## src/rtl/xlt_pkg.sv

```systemverilog
package xlt_pkg;

  typedef enum logic [1:0] {
    ACC_RD   = 2'b00,
    ACC_WR   = 2'b01,
    ACC_EX   = 2'b10,
    ACC_NONE = 2'b11
  } acc_kind_e;

  localparam int PERM_BITS = 3;
  localparam int P_RD = 0;
  localparam int P_WR = 1;
  localparam int P_EX = 2;

  typedef enum logic {
    ST_IDLE = 1'b0,
    ST_WALK = 1'b1
  } xlt_state_e;

  function automatic logic perm_allows(input logic [1:0] kind,
                                       input logic [PERM_BITS-1:0] perm);
    logic ok;
    case (acc_kind_e'(kind))
      ACC_RD:  ok = perm[P_RD];
      ACC_WR:  ok = perm[P_WR];
      ACC_EX:  ok = perm[P_EX];
      default: ok = 1'b0;
    endcase
    return ok;
  endfunction

endpackage

```

## src/rtl/xlt_cam.sv

```systemverilog
module xlt_cam #(
  parameter int VPN_W  = 17,
  parameter int PPN_W  = 5,
  parameter int NENT   = 4,
  parameter int PERM_W = 3
) (
  input  logic              clk,
  input  logic              rst,
  input  logic [VPN_W-1:0]  lk_vpn,
  output logic [NENT-1:0]   match_vec,
  output logic [PPN_W-1:0]  match_ppn,
  output logic [PERM_W-1:0] match_perm,
  input  logic              clr_all,
  input  logic              wr_en,
  input  logic [NENT-1:0]   wr_sel,
  input  logic [VPN_W-1:0]  wr_vpn,
  input  logic [PPN_W-1:0]  wr_ppn,
  input  logic [PERM_W-1:0] wr_perm,
  output logic [NENT-1:0]   valid_vec
);

  logic [VPN_W-1:0]  tag_q  [NENT];
  logic [PPN_W-1:0]  ppn_q  [NENT];
  logic [PERM_W-1:0] perm_q [NENT];
  logic [NENT-1:0]   valid_q;

  // valid bits: reset and flush, separate from the data array
  always_ff @(posedge clk) begin
    if (rst) begin
      valid_q <= '0;
    end else if (clr_all) begin
      valid_q <= '0;
    end else if (wr_en) begin
      valid_q <= valid_q | wr_sel;
    end
  end

  // payload storage, no reset needed
  always_ff @(posedge clk) begin
    for (int i = 0; i < NENT; i++) begin
      if (wr_en && wr_sel[i]) begin
        tag_q[i]  <= wr_vpn;
        ppn_q[i]  <= wr_ppn;
        perm_q[i] <= wr_perm;
      end
    end
  end

  genvar g;
  generate
    for (g = 0; g < NENT; g++) begin : g_cmp
      assign match_vec[g] = valid_q[g] && (tag_q[g] == lk_vpn);
    end
  endgenerate

  // one-hot OR mux of the matching entry
  always_comb begin
    match_ppn  = '0;
    match_perm = '0;
    for (int i = 0; i < NENT; i++) begin
      if (match_vec[i]) begin
        match_ppn  = match_ppn | ppn_q[i];
        match_perm = match_perm | perm_q[i];
      end
    end
  end

  assign valid_vec = valid_q;

endmodule

```

## src/rtl/xlt_lru.sv

```systemverilog
module xlt_lru #(
  parameter int NENT = 4
) (
  input  logic            clk,
  input  logic            rst,
  input  logic            touch,
  input  logic [NENT-1:0] touch_vec,
  input  logic [NENT-1:0] valid_vec,
  output logic [NENT-1:0] victim_vec
);

  localparam int AGE_W = (NENT > 1) ? $clog2(NENT) : 1;
  localparam logic [AGE_W-1:0] AGE_OLD = AGE_W'(NENT - 1);

  logic [AGE_W-1:0] age_q [NENT];
  logic [AGE_W-1:0] sel_age;
  logic [NENT-1:0]  free_vec;
  logic [NENT-1:0]  old_vec;
  logic             any_free;

  always_comb begin
    sel_age = '0;
    for (int i = 0; i < NENT; i++) begin
      if (touch_vec[i]) sel_age = sel_age | age_q[i];
    end
  end

  // ages form a permutation of 0..NENT-1; 0 is most recent
  always_ff @(posedge clk) begin
    if (rst) begin
      for (int i = 0; i < NENT; i++) age_q[i] <= AGE_W'(i);
    end else if (touch) begin
      for (int i = 0; i < NENT; i++) begin
        if (touch_vec[i]) begin
          age_q[i] <= '0;
        end else if (age_q[i] < sel_age) begin
          age_q[i] <= age_q[i] + 1'b1;
        end
      end
    end
  end

  genvar g;
  generate
    for (g = 0; g < NENT; g++) begin : g_old
      assign old_vec[g] = (age_q[g] == AGE_OLD);
    end
  endgenerate

  always_comb begin
    free_vec = '0;
    any_free = 1'b0;
    for (int i = 0; i < NENT; i++) begin
      if (!valid_vec[i] && !any_free) begin
        free_vec[i] = 1'b1;
        any_free    = 1'b1;
      end
    end
  end

  assign victim_vec = any_free ? free_vec : old_vec;

endmodule

```

## src/rtl/xlt_ctrl.sv

```systemverilog
module xlt_ctrl
  import xlt_pkg::*;
#(
  parameter int VA_W   = 32,
  parameter int PA_W   = 20,
  parameter int PG_W   = 15,
  parameter int NENT   = 4,
  parameter int PERM_W = 3
) (
  input  logic                 clk,
  input  logic                 rst,
  input  logic                 req_valid,
  input  logic [VA_W-1:0]      req_vaddr,
  input  logic [1:0]           req_kind,
  input  logic                 flush,
  output logic                 req_ready,
  input  logic [NENT-1:0]      match_vec,
  input  logic [PA_W-PG_W-1:0] match_ppn,
  input  logic [PERM_W-1:0]    match_perm,
  input  logic [NENT-1:0]      victim_vec,
  output logic                 walk_req,
  output logic [VA_W-PG_W-1:0] walk_vpn,
  input  logic                 walk_ack,
  input  logic                 walk_present,
  input  logic [PA_W-PG_W-1:0] walk_ppn,
  input  logic [PERM_W-1:0]    walk_perm,
  output logic                 rsp_valid,
  output logic                 rsp_hit,
  output logic [PA_W-1:0]      rsp_paddr,
  output logic                 rsp_prot_fault,
  output logic                 rsp_page_fault,
  output logic                 cam_clr,
  output logic                 cam_wr,
  output logic [NENT-1:0]      cam_sel,
  output logic [VA_W-PG_W-1:0] cam_vpn,
  output logic [PA_W-PG_W-1:0] cam_ppn,
  output logic [PERM_W-1:0]    cam_perm,
  output logic                 lru_touch,
  output logic [NENT-1:0]      lru_vec
);

  localparam int VPN_W = VA_W - PG_W;

  xlt_state_e       st_q;
  logic [VPN_W-1:0] vpn_q;
  logic [PG_W-1:0]  off_q;
  logic [1:0]       kind_q;
  logic             drop_q;

  logic accept, hit_any, done, install, hit_ok, fill_ok;

  assign accept  = (st_q == ST_IDLE) && req_valid && !flush;
  assign hit_any = |match_vec;
  assign done    = (st_q == ST_WALK) && walk_ack;
  assign install = done && walk_present && !drop_q && !flush;
  assign hit_ok  = perm_allows(req_kind, match_perm);
  assign fill_ok = perm_allows(kind_q, walk_perm);

  assign cam_clr   = flush;
  assign cam_wr    = install;
  assign cam_sel   = victim_vec;
  assign cam_vpn   = vpn_q;
  assign cam_ppn   = walk_ppn;
  assign cam_perm  = walk_perm;
  assign lru_touch = (accept && hit_any) || install;
  assign lru_vec   = install ? victim_vec : match_vec;

  always_ff @(posedge clk) begin
    if (rst) begin
      st_q           <= ST_IDLE;
      vpn_q          <= '0;
      off_q          <= '0;
      kind_q         <= '0;
      drop_q         <= 1'b0;
      rsp_valid      <= 1'b0;
      rsp_hit        <= 1'b0;
      rsp_paddr      <= '0;
      rsp_prot_fault <= 1'b0;
      rsp_page_fault <= 1'b0;
    end else begin
      rsp_valid      <= 1'b0;
      rsp_hit        <= 1'b0;
      rsp_paddr      <= '0;
      rsp_prot_fault <= 1'b0;
      rsp_page_fault <= 1'b0;
      case (st_q)
        ST_IDLE: begin
          if (accept) begin
            if (hit_any) begin
              rsp_valid      <= 1'b1;
              rsp_hit        <= 1'b1;
              rsp_prot_fault <= !hit_ok;
              rsp_paddr      <= hit_ok ? {match_ppn, req_vaddr[PG_W-1:0]} : '0;
            end else begin
              st_q   <= ST_WALK;
              vpn_q  <= req_vaddr[VA_W-1:PG_W];
              off_q  <= req_vaddr[PG_W-1:0];
              kind_q <= req_kind;
              drop_q <= 1'b0;
            end
          end
        end
        ST_WALK: begin
          if (walk_ack) begin
            st_q      <= ST_IDLE;
            rsp_valid <= 1'b1;
            if (!walk_present) begin
              rsp_page_fault <= 1'b1;
            end else begin
              rsp_prot_fault <= !fill_ok;
              rsp_paddr      <= fill_ok ? {walk_ppn, off_q} : '0;
            end
          end else if (flush) begin
            drop_q <= 1'b1;
          end
        end
        default: st_q <= ST_IDLE;
      endcase
    end
  end

  assign req_ready = (st_q == ST_IDLE);
  assign walk_req  = (st_q == ST_WALK);
  assign walk_vpn  = vpn_q;

endmodule

```

## src/rtl/xlt_buf.sv

```systemverilog
module xlt_buf #(
  parameter int VA_W = 32,
  parameter int PA_W = 20,
  parameter int PG_W = 15,
  parameter int NENT = 4
) (
  input  logic                 clk,
  input  logic                 rst,
  input  logic                 req_valid,
  input  logic [VA_W-1:0]      req_vaddr,
  input  logic [1:0]           req_kind,
  output logic                 req_ready,
  input  logic                 flush,
  output logic                 walk_req,
  output logic [VA_W-PG_W-1:0] walk_vpn,
  input  logic                 walk_ack,
  input  logic                 walk_present,
  input  logic [PA_W-PG_W-1:0] walk_ppn,
  input  logic [2:0]           walk_perm,
  output logic                 rsp_valid,
  output logic                 rsp_hit,
  output logic [PA_W-1:0]      rsp_paddr,
  output logic                 rsp_prot_fault,
  output logic                 rsp_page_fault
);

  localparam int VPN_W  = VA_W - PG_W;
  localparam int PPN_W  = PA_W - PG_W;
  localparam int PERM_W = xlt_pkg::PERM_BITS;

  logic [NENT-1:0]   match_vec;
  logic [NENT-1:0]   valid_vec;
  logic [NENT-1:0]   victim_vec;
  logic [PPN_W-1:0]  match_ppn;
  logic [PERM_W-1:0] match_perm;
  logic              cam_clr, cam_wr, lru_touch;
  logic [NENT-1:0]   cam_sel, lru_vec;
  logic [VPN_W-1:0]  cam_vpn;
  logic [PPN_W-1:0]  cam_ppn;
  logic [PERM_W-1:0] cam_perm;

  xlt_cam #(
    .VPN_W(VPN_W), .PPN_W(PPN_W), .NENT(NENT), .PERM_W(PERM_W)
  ) u_cam (
    .clk        (clk),
    .rst        (rst),
    .lk_vpn     (req_vaddr[VA_W-1:PG_W]),
    .match_vec  (match_vec),
    .match_ppn  (match_ppn),
    .match_perm (match_perm),
    .clr_all    (cam_clr),
    .wr_en      (cam_wr),
    .wr_sel     (cam_sel),
    .wr_vpn     (cam_vpn),
    .wr_ppn     (cam_ppn),
    .wr_perm    (cam_perm),
    .valid_vec  (valid_vec)
  );

  xlt_lru #(.NENT(NENT)) u_lru (
    .clk        (clk),
    .rst        (rst),
    .touch      (lru_touch),
    .touch_vec  (lru_vec),
    .valid_vec  (valid_vec),
    .victim_vec (victim_vec)
  );

  xlt_ctrl #(
    .VA_W(VA_W), .PA_W(PA_W), .PG_W(PG_W), .NENT(NENT), .PERM_W(PERM_W)
  ) u_ctrl (
    .clk            (clk),
    .rst            (rst),
    .req_valid      (req_valid),
    .req_vaddr      (req_vaddr),
    .req_kind       (req_kind),
    .flush          (flush),
    .req_ready      (req_ready),
    .match_vec      (match_vec),
    .match_ppn      (match_ppn),
    .match_perm     (match_perm),
    .victim_vec     (victim_vec),
    .walk_req       (walk_req),
    .walk_vpn       (walk_vpn),
    .walk_ack       (walk_ack),
    .walk_present   (walk_present),
    .walk_ppn       (walk_ppn),
    .walk_perm      (walk_perm),
    .rsp_valid      (rsp_valid),
    .rsp_hit        (rsp_hit),
    .rsp_paddr      (rsp_paddr),
    .rsp_prot_fault (rsp_prot_fault),
    .rsp_page_fault (rsp_page_fault),
    .cam_clr        (cam_clr),
    .cam_wr         (cam_wr),
    .cam_sel        (cam_sel),
    .cam_vpn        (cam_vpn),
    .cam_ppn        (cam_ppn),
    .cam_perm       (cam_perm),
    .lru_touch      (lru_touch),
    .lru_vec        (lru_vec)
  );

endmodule

```

## config.mk

```make
export PLATFORM = sky130hd
export DESIGN_NAME = xlt_buf
export DESIGN_NICKNAME = d
export VERILOG_FILES = /design/src/rtl/xlt_pkg.sv /design/src/rtl/xlt_cam.sv /design/src/rtl/xlt_lru.sv /design/src/rtl/xlt_ctrl.sv /design/src/rtl/xlt_buf.sv
export SDC_FILE = /design/constraint.sdc
export NUM_CORES = 1
export LEC_CHECK = 0
export BUFFER_PORTS_ARGS = -buffer_cell sky130_fd_sc_hd__buf_2
export CORE_UTILIZATION = 50
export CTS_CLUSTER_DIAMETER = 30
export CTS_CLUSTER_SIZE = 24
export DETAILED_ROUTE_END_ITERATION = 7
export HOLD_SLACK_MARGIN = 0.06
export PLACE_DENSITY = 0.76
export SYNTH_ARGS = -nofsm -noshare
export SYNTH_HDL_FRONTEND = slang
export SYNTH_SLANG_ARGS = --single-unit
```

## constraint.sdc

```tcl
create_clock -name clk -period 5.9 [get_ports clk]
set_input_delay 0.295 -clock clk [delete_from_list [all_inputs] [get_ports clk]]
set_output_delay 0.295 -clock clk [all_outputs]
set_load 0.01 [all_outputs]
```

**After elaboration in Yosys (flattened, before gate mapping)**

Memory sizes are Yosys's and may differ from the RTL's.
Index checks and enable logic that the tools add are counted.

- Flip-flop bits (word level): 64
- RAM bits: 108
- Bits of input ports: 48
- Output and inout port bits: 43
- Word-level logic and storage cells: 199
- Memories kept: 4

Memories:

| memory | depth | width | read ports | clocked after memory_dff | write ports | RTL line | RTL |
|---|---|---|---|---|---|---|---|
| u_cam.tag_q | 4 | 17 | 4 | 0 | 4 | xlt_cam.sv:22 | `logic [VPN_W-1:0] tag_q [NENT];` |
| u_cam.ppn_q | 4 | 5 | 4 | 0 | 4 | xlt_cam.sv:23 | `logic [PPN_W-1:0] ppn_q [NENT];` |
| u_cam.perm_q | 4 | 3 | 4 | 0 | 4 | xlt_cam.sv:24 | `logic [PERM_W-1:0] perm_q [NENT];` |
| u_lru.age_q | 4 | 2 | 4 | 0 | 4 | xlt_lru.sv:15 | `logic [AGE_W-1:0] age_q [NENT];` |

- Add/subtract/negate cells: 4
- $lt $le $gt $ge: 4
- Eq/ne operators: 16
- Multiplexer cells: 103
- Bitwise logic cells: 21
- Reductions and logical operators: 36

Operator list:

| cell | number |
|---|---|
| $mux W20 | 6 |
| $eq A17 B17 Y1 | 4 |
| $mux W1 | 68 |
| $pmux W20 S2 | 1 |
| $mux W2 | 12 |
| $mux W5 | 4 |
| $logic_and A1 B1 Y1 | 18 |
| $or A5 B5 Y5 | 3 |
| $eq A2 B2 Y1 const B | 6 |
| $mux W3 | 4 |
| $logic_not A1 Y1 | 9 |
| $or A3 B3 Y3 | 3 |
| $add A2 B1 Y2 const B | 4 |
| $lt A2 B2 Y1 | 4 |
| $mux W4 | 2 |
| $or A1 B1 Y1 | 8 |
| $pmux W1 S2 | 4 |
| $ne A2 B2 Y1 const B | 3 |
| $or A2 B2 Y2 | 3 |
| $pmux W1 S3 | 2 |
| $eq A2 B1 Y1 const B | 2 |
| $logic_not A2 Y1 | 2 |
| $or A4 B4 Y4 | 1 |
| $reduce_and A4 Y1 | 1 |
| 7 further kinds | 10 |

**Depth between registers and ports, before layout**

Gate-level depths: netlist of the first run.

- Depth after elaboration: 25
- Depth in mapped cells: 15
- Mapped depth without buffers: 13

**Hierarchy**

Synthesis of the first run repeated with hierarchy kept, for this count alone.

- Cells, all modules: 596
- Area total of the unflattened synthesis: 7390.8 um^2

Modules (own cells, without submodules):

| module | times used | cells each | area an instance (um^2) | sequential area each (um^2) |
|---|---|---|---|---|
| xlt_cam | 1 | 268 | 4388.0 | 3083.0 |
| xlt_ctrl | 1 | 262 | 2377.3 | 1201.2 |
| xlt_lru | 1 | 66 | 625.6 | 240.2 |

**Least setup slack after synthesis of the first run**

No wires, ideal clock.

- Path type: reg-to-reg
- Start point: register u_ctrl.st_q (netlist: u_ctrl.walk_req)
- End point: memory u_lru.age_q[0][6] (netlist bit), enable pin
- Setup time: 0.295 ns
- Data arrival time: 4.234 ns
- Required time: 5.605 ns
- Path slack: 1.371 ns
- Cell stages (with the launch flop): 12
- Buffers on the path: 1
- Period minus slack after synthesis: 4.529 ns
- Cells stage by stage: dfxtp_1 -> nand4b_1 -> or2_2 -> clkbuf_1 -> nor3_1 -> a21o_2 -> a221oi_1 -> ha_1 -> a21o_1 -> a41o_1 -> nand2_1 -> a21o_1

RTL lines:

| element | RTL line | RTL |
|---|---|---|
| start, declared | xlt_ctrl.sv:44 | `xlt_state_e st_q;` |
| start signal, assigned | xlt_ctrl.sv:70 | `st_q <= ST_IDLE;` |
| start signal, assigned | xlt_ctrl.sv:95 | `st_q <= ST_WALK;` |
| start signal, assigned | xlt_ctrl.sv:105 | `st_q <= ST_IDLE;` |
| end, declared | xlt_lru.sv:15 |  |

==> results of run 1 <==
[per-layer routing]
layer | vias to the layer above | GRT usage [%]
met2 | 178 | 34.89
li1 | 2200 | -
met3 | 27 | 5.780
met5 | - | 0
met4 | 0 | 8.719
met1 | 2296 | 29.71
[report_power, final]
group	switching, uW	total, uW	internal, uW
registers	14.9	1300	1290
clock network	453	1140	685
logic	73.9	121	47.4
[per-stage QoR]
stage	setup slack, ns	hold WS, ns	utilization [%]	power (uW)
floorplan	1.371	0.3743	-	1405
global placement	2.680	0.4419	54.79	1445
detailed placement	2.616	0.4519	54.79	1450
CTS	2.623	0.06162	59.13	2575
global route	2.349	0.07180	59.13	2641
finish	2.614	0.07476	59.13	2563
[logic make-up (layout without fill, tap and decap cells)]
logic type | Yosys count | after routing | share of synthesized area (%)
flops | 172 | 172 | 63.72
xor+xnor | 68 | 68 | 8.493
fa+ha+maj | 8 | 8 | 1.410
buf+inv | 48 | 140 | 4.211
simple gates | 158 | 158 | 10.98
compound gates | 110 | 110 | 11.05
mux | 1 | 1 | 0.1410
[cells in the mapped netlist (8+ instances only)]
cell | count | area share [%]
xnor2_1 | 57 | 7.0
a22o_1 | 11 | 1.4
a22oi_1 | 12 | 1.3
nand2_1 | 88 | 4.7
edfxtp_1 | 108 | 46
buf_2 | 13 | 0.92
dfxtp_1 | 64 | 18
nor2_1 | 12 | 0.63
a21oi_1 | 40 | 2.8
buf_6 | 9 | 1.4
clkbuf_1 | 9 | 0.48
xor2_1 | 10 | 1.2
nor3_1 | 11 | 0.78
nand4_1 | 15 | 1.3
ha_1 | 8 | 1.4
inv_1 | 11 | 0.58
[flip-flops by register name, summed over array words and instances (netlist names), 2 cells and up]
register / cells
u_cam.tag_q: 68
u_cam.ppn_q: 20
u_ctrl.rsp_paddr: 20
u_ctrl.cam_vpn: 17
u_ctrl.off_q: 15
u_cam.perm_q: 12
u_lru.age_q: 8
u_cam.valid_vec: 4
u_ctrl.kind_q: 2
[critical path, stage by stage (launching register included)]
cell      delay (ns)
edfxtp_1        0.49
ha_1            0.25
nand4_1         0.10
a21oi_2         0.07
buf_4           0.27
a21o_1          0.22
nand2_1         0.06
o21ai_0         0.07
a221oi_1        0.49
ha_1            0.35
a21o_1          0.19
a41o_1          0.22
nand2_1         0.07
a21o_1          0.14
[path summary, 6_finish.rpt]
check	startpoint	depth (start not counted)	end
worst min-delay path	flush	2	u_cam.valid_vec[3]$_SDFFE_PP0N_
worst min register to register	u_ctrl.off_q[9]$_SDFFE_PP0P_	2	u_ctrl.off_q[9]$_SDFFE_PP0P_
worst max register to register	u_lru.age_q[0][0]$_SDFFCE_PN0P_	13	u_lru.age_q[0][6]$_DFFE_PP_
worst max-delay path	u_lru.age_q[0][0]$_SDFFCE_PN0P_	13	u_lru.age_q[0][6]$_DFFE_PP_
[area by class of cell]
type / count / area share [%]
multi-input cells: 345 / 28.16
clock inverters: 12 / 1.784
inverters: 11 / 0.5030
flip-flops and latches: 172 / 55.12
well taps: 180 / 2.744
clock buffers: 20 / 5.564
repair buffers: 97 / 6.128
==> impl_results.md, run 1 <==
* Max Used Layer: met4
* Yosys reg bits at 172
* Commonest non-fill, non-tap cell in the layout: edfxtp_1
* Count of cell types in the netlist at 61
* Mean area per synthesized cell at 12.57 um^2
* Fraction of registers with async set/reset at 0%
* Final net count at 700
* P_leak at 0.002986 uW
* Reg clk slew, reported paths at 0.07 ns
* Initial drt markers at 365
* Drt pass-1 iters at 5
* Root Buffer: clkbuf_16
* I/O Buffers at 90
* Tcrit/Tclk final at 55.69%
* Crit path DAT at 3.44 ns
* H-Tree Depth at 4
* Initial Utilization at 51.15%
* RSZ-0062 raised after global routing: no
* Worst reg2reg setup slack at 2.61 ns
* Largest net degree at the start of global routing at 51
* DR DRC count at 0
* Share of layout cells above drive strength 1 at 23.14%
* Clk buf depth at 2
* Peak supply drop at 227.1 uV
* Final Hold Vio Count at 0
* CTS tree: built
* Die width at 121.2 um
* DPL Wire Length at 10220 um
* Slew headroom at 31.29%
* N_diodes at 0
* Cell area power density at 312.3 nW/um^2
* F_max at 0.3043 GHz
* Clock Skew at 0.01209 ns
* Final setup vio count at 0
* WL final at 15610 um
* Slew Limit Fails at 0
* CP Class: reg -> reg
* Worst skew pair latency at 0.43 ns
* Startpoint types: register
* Multi-input logic area at 2311 um^2
* Vias after detailed routing at 4701
* Number of top-level pins at 91
* Grt ovf at 0
* Synth Net Count at 621
* Setup TNS at 0 ns
* Routed vias/inst at 5.616
* DP Cell Count at 805
* Wl on met1 at 6627 um
* Post-Syn Area at 7101 um^2
* CP required at 6.05 ns
* All-Layer GR Usage at 22.30%
* CP endpoint kind: register
* Status: finished, final reports clean
* Sequential cell area at 4524 um^2
* Max_cap viols at 0
* EDFF count, synth at 108
* Final non-filler cell total at 837
* Fillers at 1101
* Syn Inst Count at 565
* Metal3 WL at 1087 um
* Met2 WL at 7609 um
* Measured slew at the worst slew-check pin at 1.031 ns
* Placement Rows at 43
* Initial antenna violation count at 0
* Gpl congestion at 0.8894
* Synth Flop Type: edfxtp_1
* Clock sink total at 172
* Maximum fanout along the worst path at 27
* First-pass GRT wire length at 24120 um
* Die H at 121.2 um
* Yosys Warn Count at 0
* Hold Buf Count CTS at 0
* Full die area at 14680 um^2
* Worst hold path class: in -> reg
* Final Critical Period at 3.286 ns
* Post-cts sizing count at 0
* Cell Area, Placed at 7605 um^2
* Vias in the first global route at 4465
* Area growth syn-to-layout at 15.59%
* Placeable Area at 13880 um^2
* WL per Instance at 18.65 um
* Commonest non-fill, non-tap cells in the layout: 108 x edfxtp_1, 90 x buf_2, 88 x nand2_1
* Design area at 8208 um^2
* Post-DRT Antenna Nets at 0
* Postcts setup bufs at 0
* CTS buffer count at 17
* Sequential area share after synthesis at 63.72%
(Power assumes the default switching activity.)
==> run 2, diff against run 1 <==
==> constraint.sdc (replaced) <==
create_clock -name clk -period 3.3 [get_ports clk]
set_input_delay 0.165 -clock clk [delete_from_list [all_inputs] [get_ports clk]]
set_output_delay 0.165 -clock clk [all_outputs]
set_load 0.01 [all_outputs]
==> run 2 against run 1 <==
  * Non-clock buffer count up 45
  * Count of clock-buffer cells in the layout down 3
  * Sequential power up 79%
  * Combinational power up 120%
  * Clock skew down 0.0016 ns
  * Clock power up 71%
  * First-iteration DRC count up 48%
  * Design area up 5.7%
==> impl_results.md, run 2 (same netlist as run 1, synthesis figures left out) <==
* Sequential cell area at 4528 um^2
* DR DRC count at 0
* Worst skew pair latency at 0.43 ns
* RSZ-0062 raised after global routing: no
* Status: finished, final reports clean
* Largest net degree at the start of global routing at 51
* First-pass GRT wire length at 25470 um
* Final Critical Period at 3.149 ns
* Initial drt markers at 540
* Worst Hold Endpoint: u_ctrl.cam_vpn[10]$_SDFFE_PP0P_
* Hold path depth at 3
* Gpl congestion at 0.9195
* Biggest registers after layout: u_cam.tag_q x68, u_cam.ppn_q x20, u_ctrl.rsp_paddr x20
* P_leak at 0.003178 uW
* Placement Rows at 43
* Startpoint types: primary input
* Slew headroom at 30.23%
* Placeable Area at 13880 um^2
* Clock sink total at 172
* Multi-input logic area at 2331 um^2
* Slew Limit Fails at 0
* Vias after detailed routing at 4976
* Routed vias/inst at 5.642
* CTS tree: built
* Reg clk slew, reported paths at 0.07 ns
* Largest register by flop count: u_cam.tag_q
* Final setup vio count at 0
* Initial Utilization at 51.15%
* Worst setup path startpoint: req_vaddr[21]
* Commonest non-fill, non-tap cells in the layout: 108 x edfxtp_1, 90 x buf_2, 88 x nand2_1
* CP required at 3.45 ns
* Peak supply drop at 391.1 uV
* Number of top-level pins at 91
* Max_cap viols at 0
* All-Layer GR Usage at 23.52%
* Maximum fanout along the worst path at 12
* I/O Buffers at 90
* Clock Skew at 0.01047 ns
* Worst hold path class: in -> reg
* Area growth syn-to-layout at 22.13%
* CP Class: in -> reg
* Initial antenna violation count at 0
* Root Buffer: clkbuf_16
* Hold Startpoint: req_vaddr[25]
* Worst reg2reg startpoint: u_cam.tag_q[0][6]$_DFFE_PP_
* Fin worst setup slack at 0.1508 ns
* Largest register FFs at 68
* Cell area power density at 524.0 nW/um^2
* FF-to-FF path depth at 13
* Final net count at 745
* Final core utilization at 62.48%
* WL final at 16490 um
* Full die area at 14680 um^2
* Worst reg2reg path endpoint: u_lru.age_q[0][6]$_DFFE_PP_
* Crit path DAT at 3.29 ns
* Share of layout cells above drive strength 1 at 22.79%
* Design area at 8672 um^2
* N_diodes at 0
* CP endpoint kind: register
* Die width at 121.2 um
* DP Cell Count at 806
* Final non-filler cell total at 882
* DPL Wire Length at 10420 um
* Post-DRT Antenna Nets at 0
* Commonest non-fill, non-tap cell in the layout: edfxtp_1
* F_max at 0.3175 GHz
* Grt ovf at 0
* Final Hold Vio Count at 0
* CTS buffer count at 17
* Worst reg2reg setup slack at 0.23 ns
* WL per Instance at 18.69 um
* Clk buf depth at 2
* Die H at 121.2 um
* H-Tree Depth at 4
* Worst slack, placed at 0.2467 ns
* Drt pass-1 iters at 8
* Cell Area, Placed at 7647 um^2
* Tcrit/Tclk final at 95.43%
* Measured slew at the worst slew-check pin at 1.047 ns
* Vias in the first global route at 4789
* Fillers at 1039
[run 2: final cells by class]
type	instances	share of cell area, %
Multi-Input combinational cell	345	26.88
Tap cell	180	2.597
Clock buffer	17	4.905
Inverter	11	0.4761
Clock inverter	15	1.847
Timing Repair Buffer	142	11.08
Sequential cell	172	52.21
[run 2: worst max path at each step]
| stage | depth (start not counted) | endpoint | slack [ns] |
|---|---|---|---|
| floorplan | 11 | u_lru.age_q[0][6]$_DFFE_PP_ | -0.01 |
| global placement | 13 | u_lru.age_q[0][7]$_DFFE_PP_ | 0.39 |
| detailed placement | 13 | u_lru.age_q[0][7]$_DFFE_PP_ | 0.25 |
| CTS | 15 | u_lru.age_q[0][7]$_DFFE_PP_ | 0.16 |
| global route | 15 | u_lru.age_q[0][6]$_DFFE_PP_ | 0.02 |
| finish | 15 | u_lru.age_q[0][6]$_DFFE_PP_ | 0.15 |
[run 2: metrics by stage]
step	setup TNS [ns]	power [uW]	hold WS, ns
4_1_cts	0	4560	0.06342
6_report	0	4545	0.07836
5_1_grt	0	4675	0.07372
3_3_place_gp	0	2585	0.3915
3_5_place_dp	0	2597	0.3946
2_1_floorplan	-0.02610	2513	0.2443
[run 2: routing by layer]
metal	vias up	global-route usage, %	share of wire [%]
li1	2294	-	-
met1	2452	30.74	42
met2	203	38.07	50
met3	27	5.921	6.3
met4	0	8.179	1.5
met5	-	0	0
[run 2: report_power, final]
group          internal [uW]  switching (uW)
sequential              2300            27.4
clock                   1070             882
combinational            120             143
[run 2: what timing repair did]
item	in CTS	in global routing
hold endpoints to repair	87	0
resized for setup	0	1
endpoints found under the setup margin	0	21
hold buffers	43	0
setup buffers	0	1
[run 2: worst max-delay path, stage by stage]
cell and delay [ns]:
dlygate4sd3_1 0.53, buf_2 0.18, xnor2_1 0.25, nand4_1 0.17, nor3_2 0.30, and4_4 0.39
a21o_1 0.17, nand2_1 0.06, o21ai_1 0.09, a221oi_2 0.07, ha_1 0.30, a21o_1 0.16
a41o_1 0.23, nand2_1 0.07, a21o_1 0.15
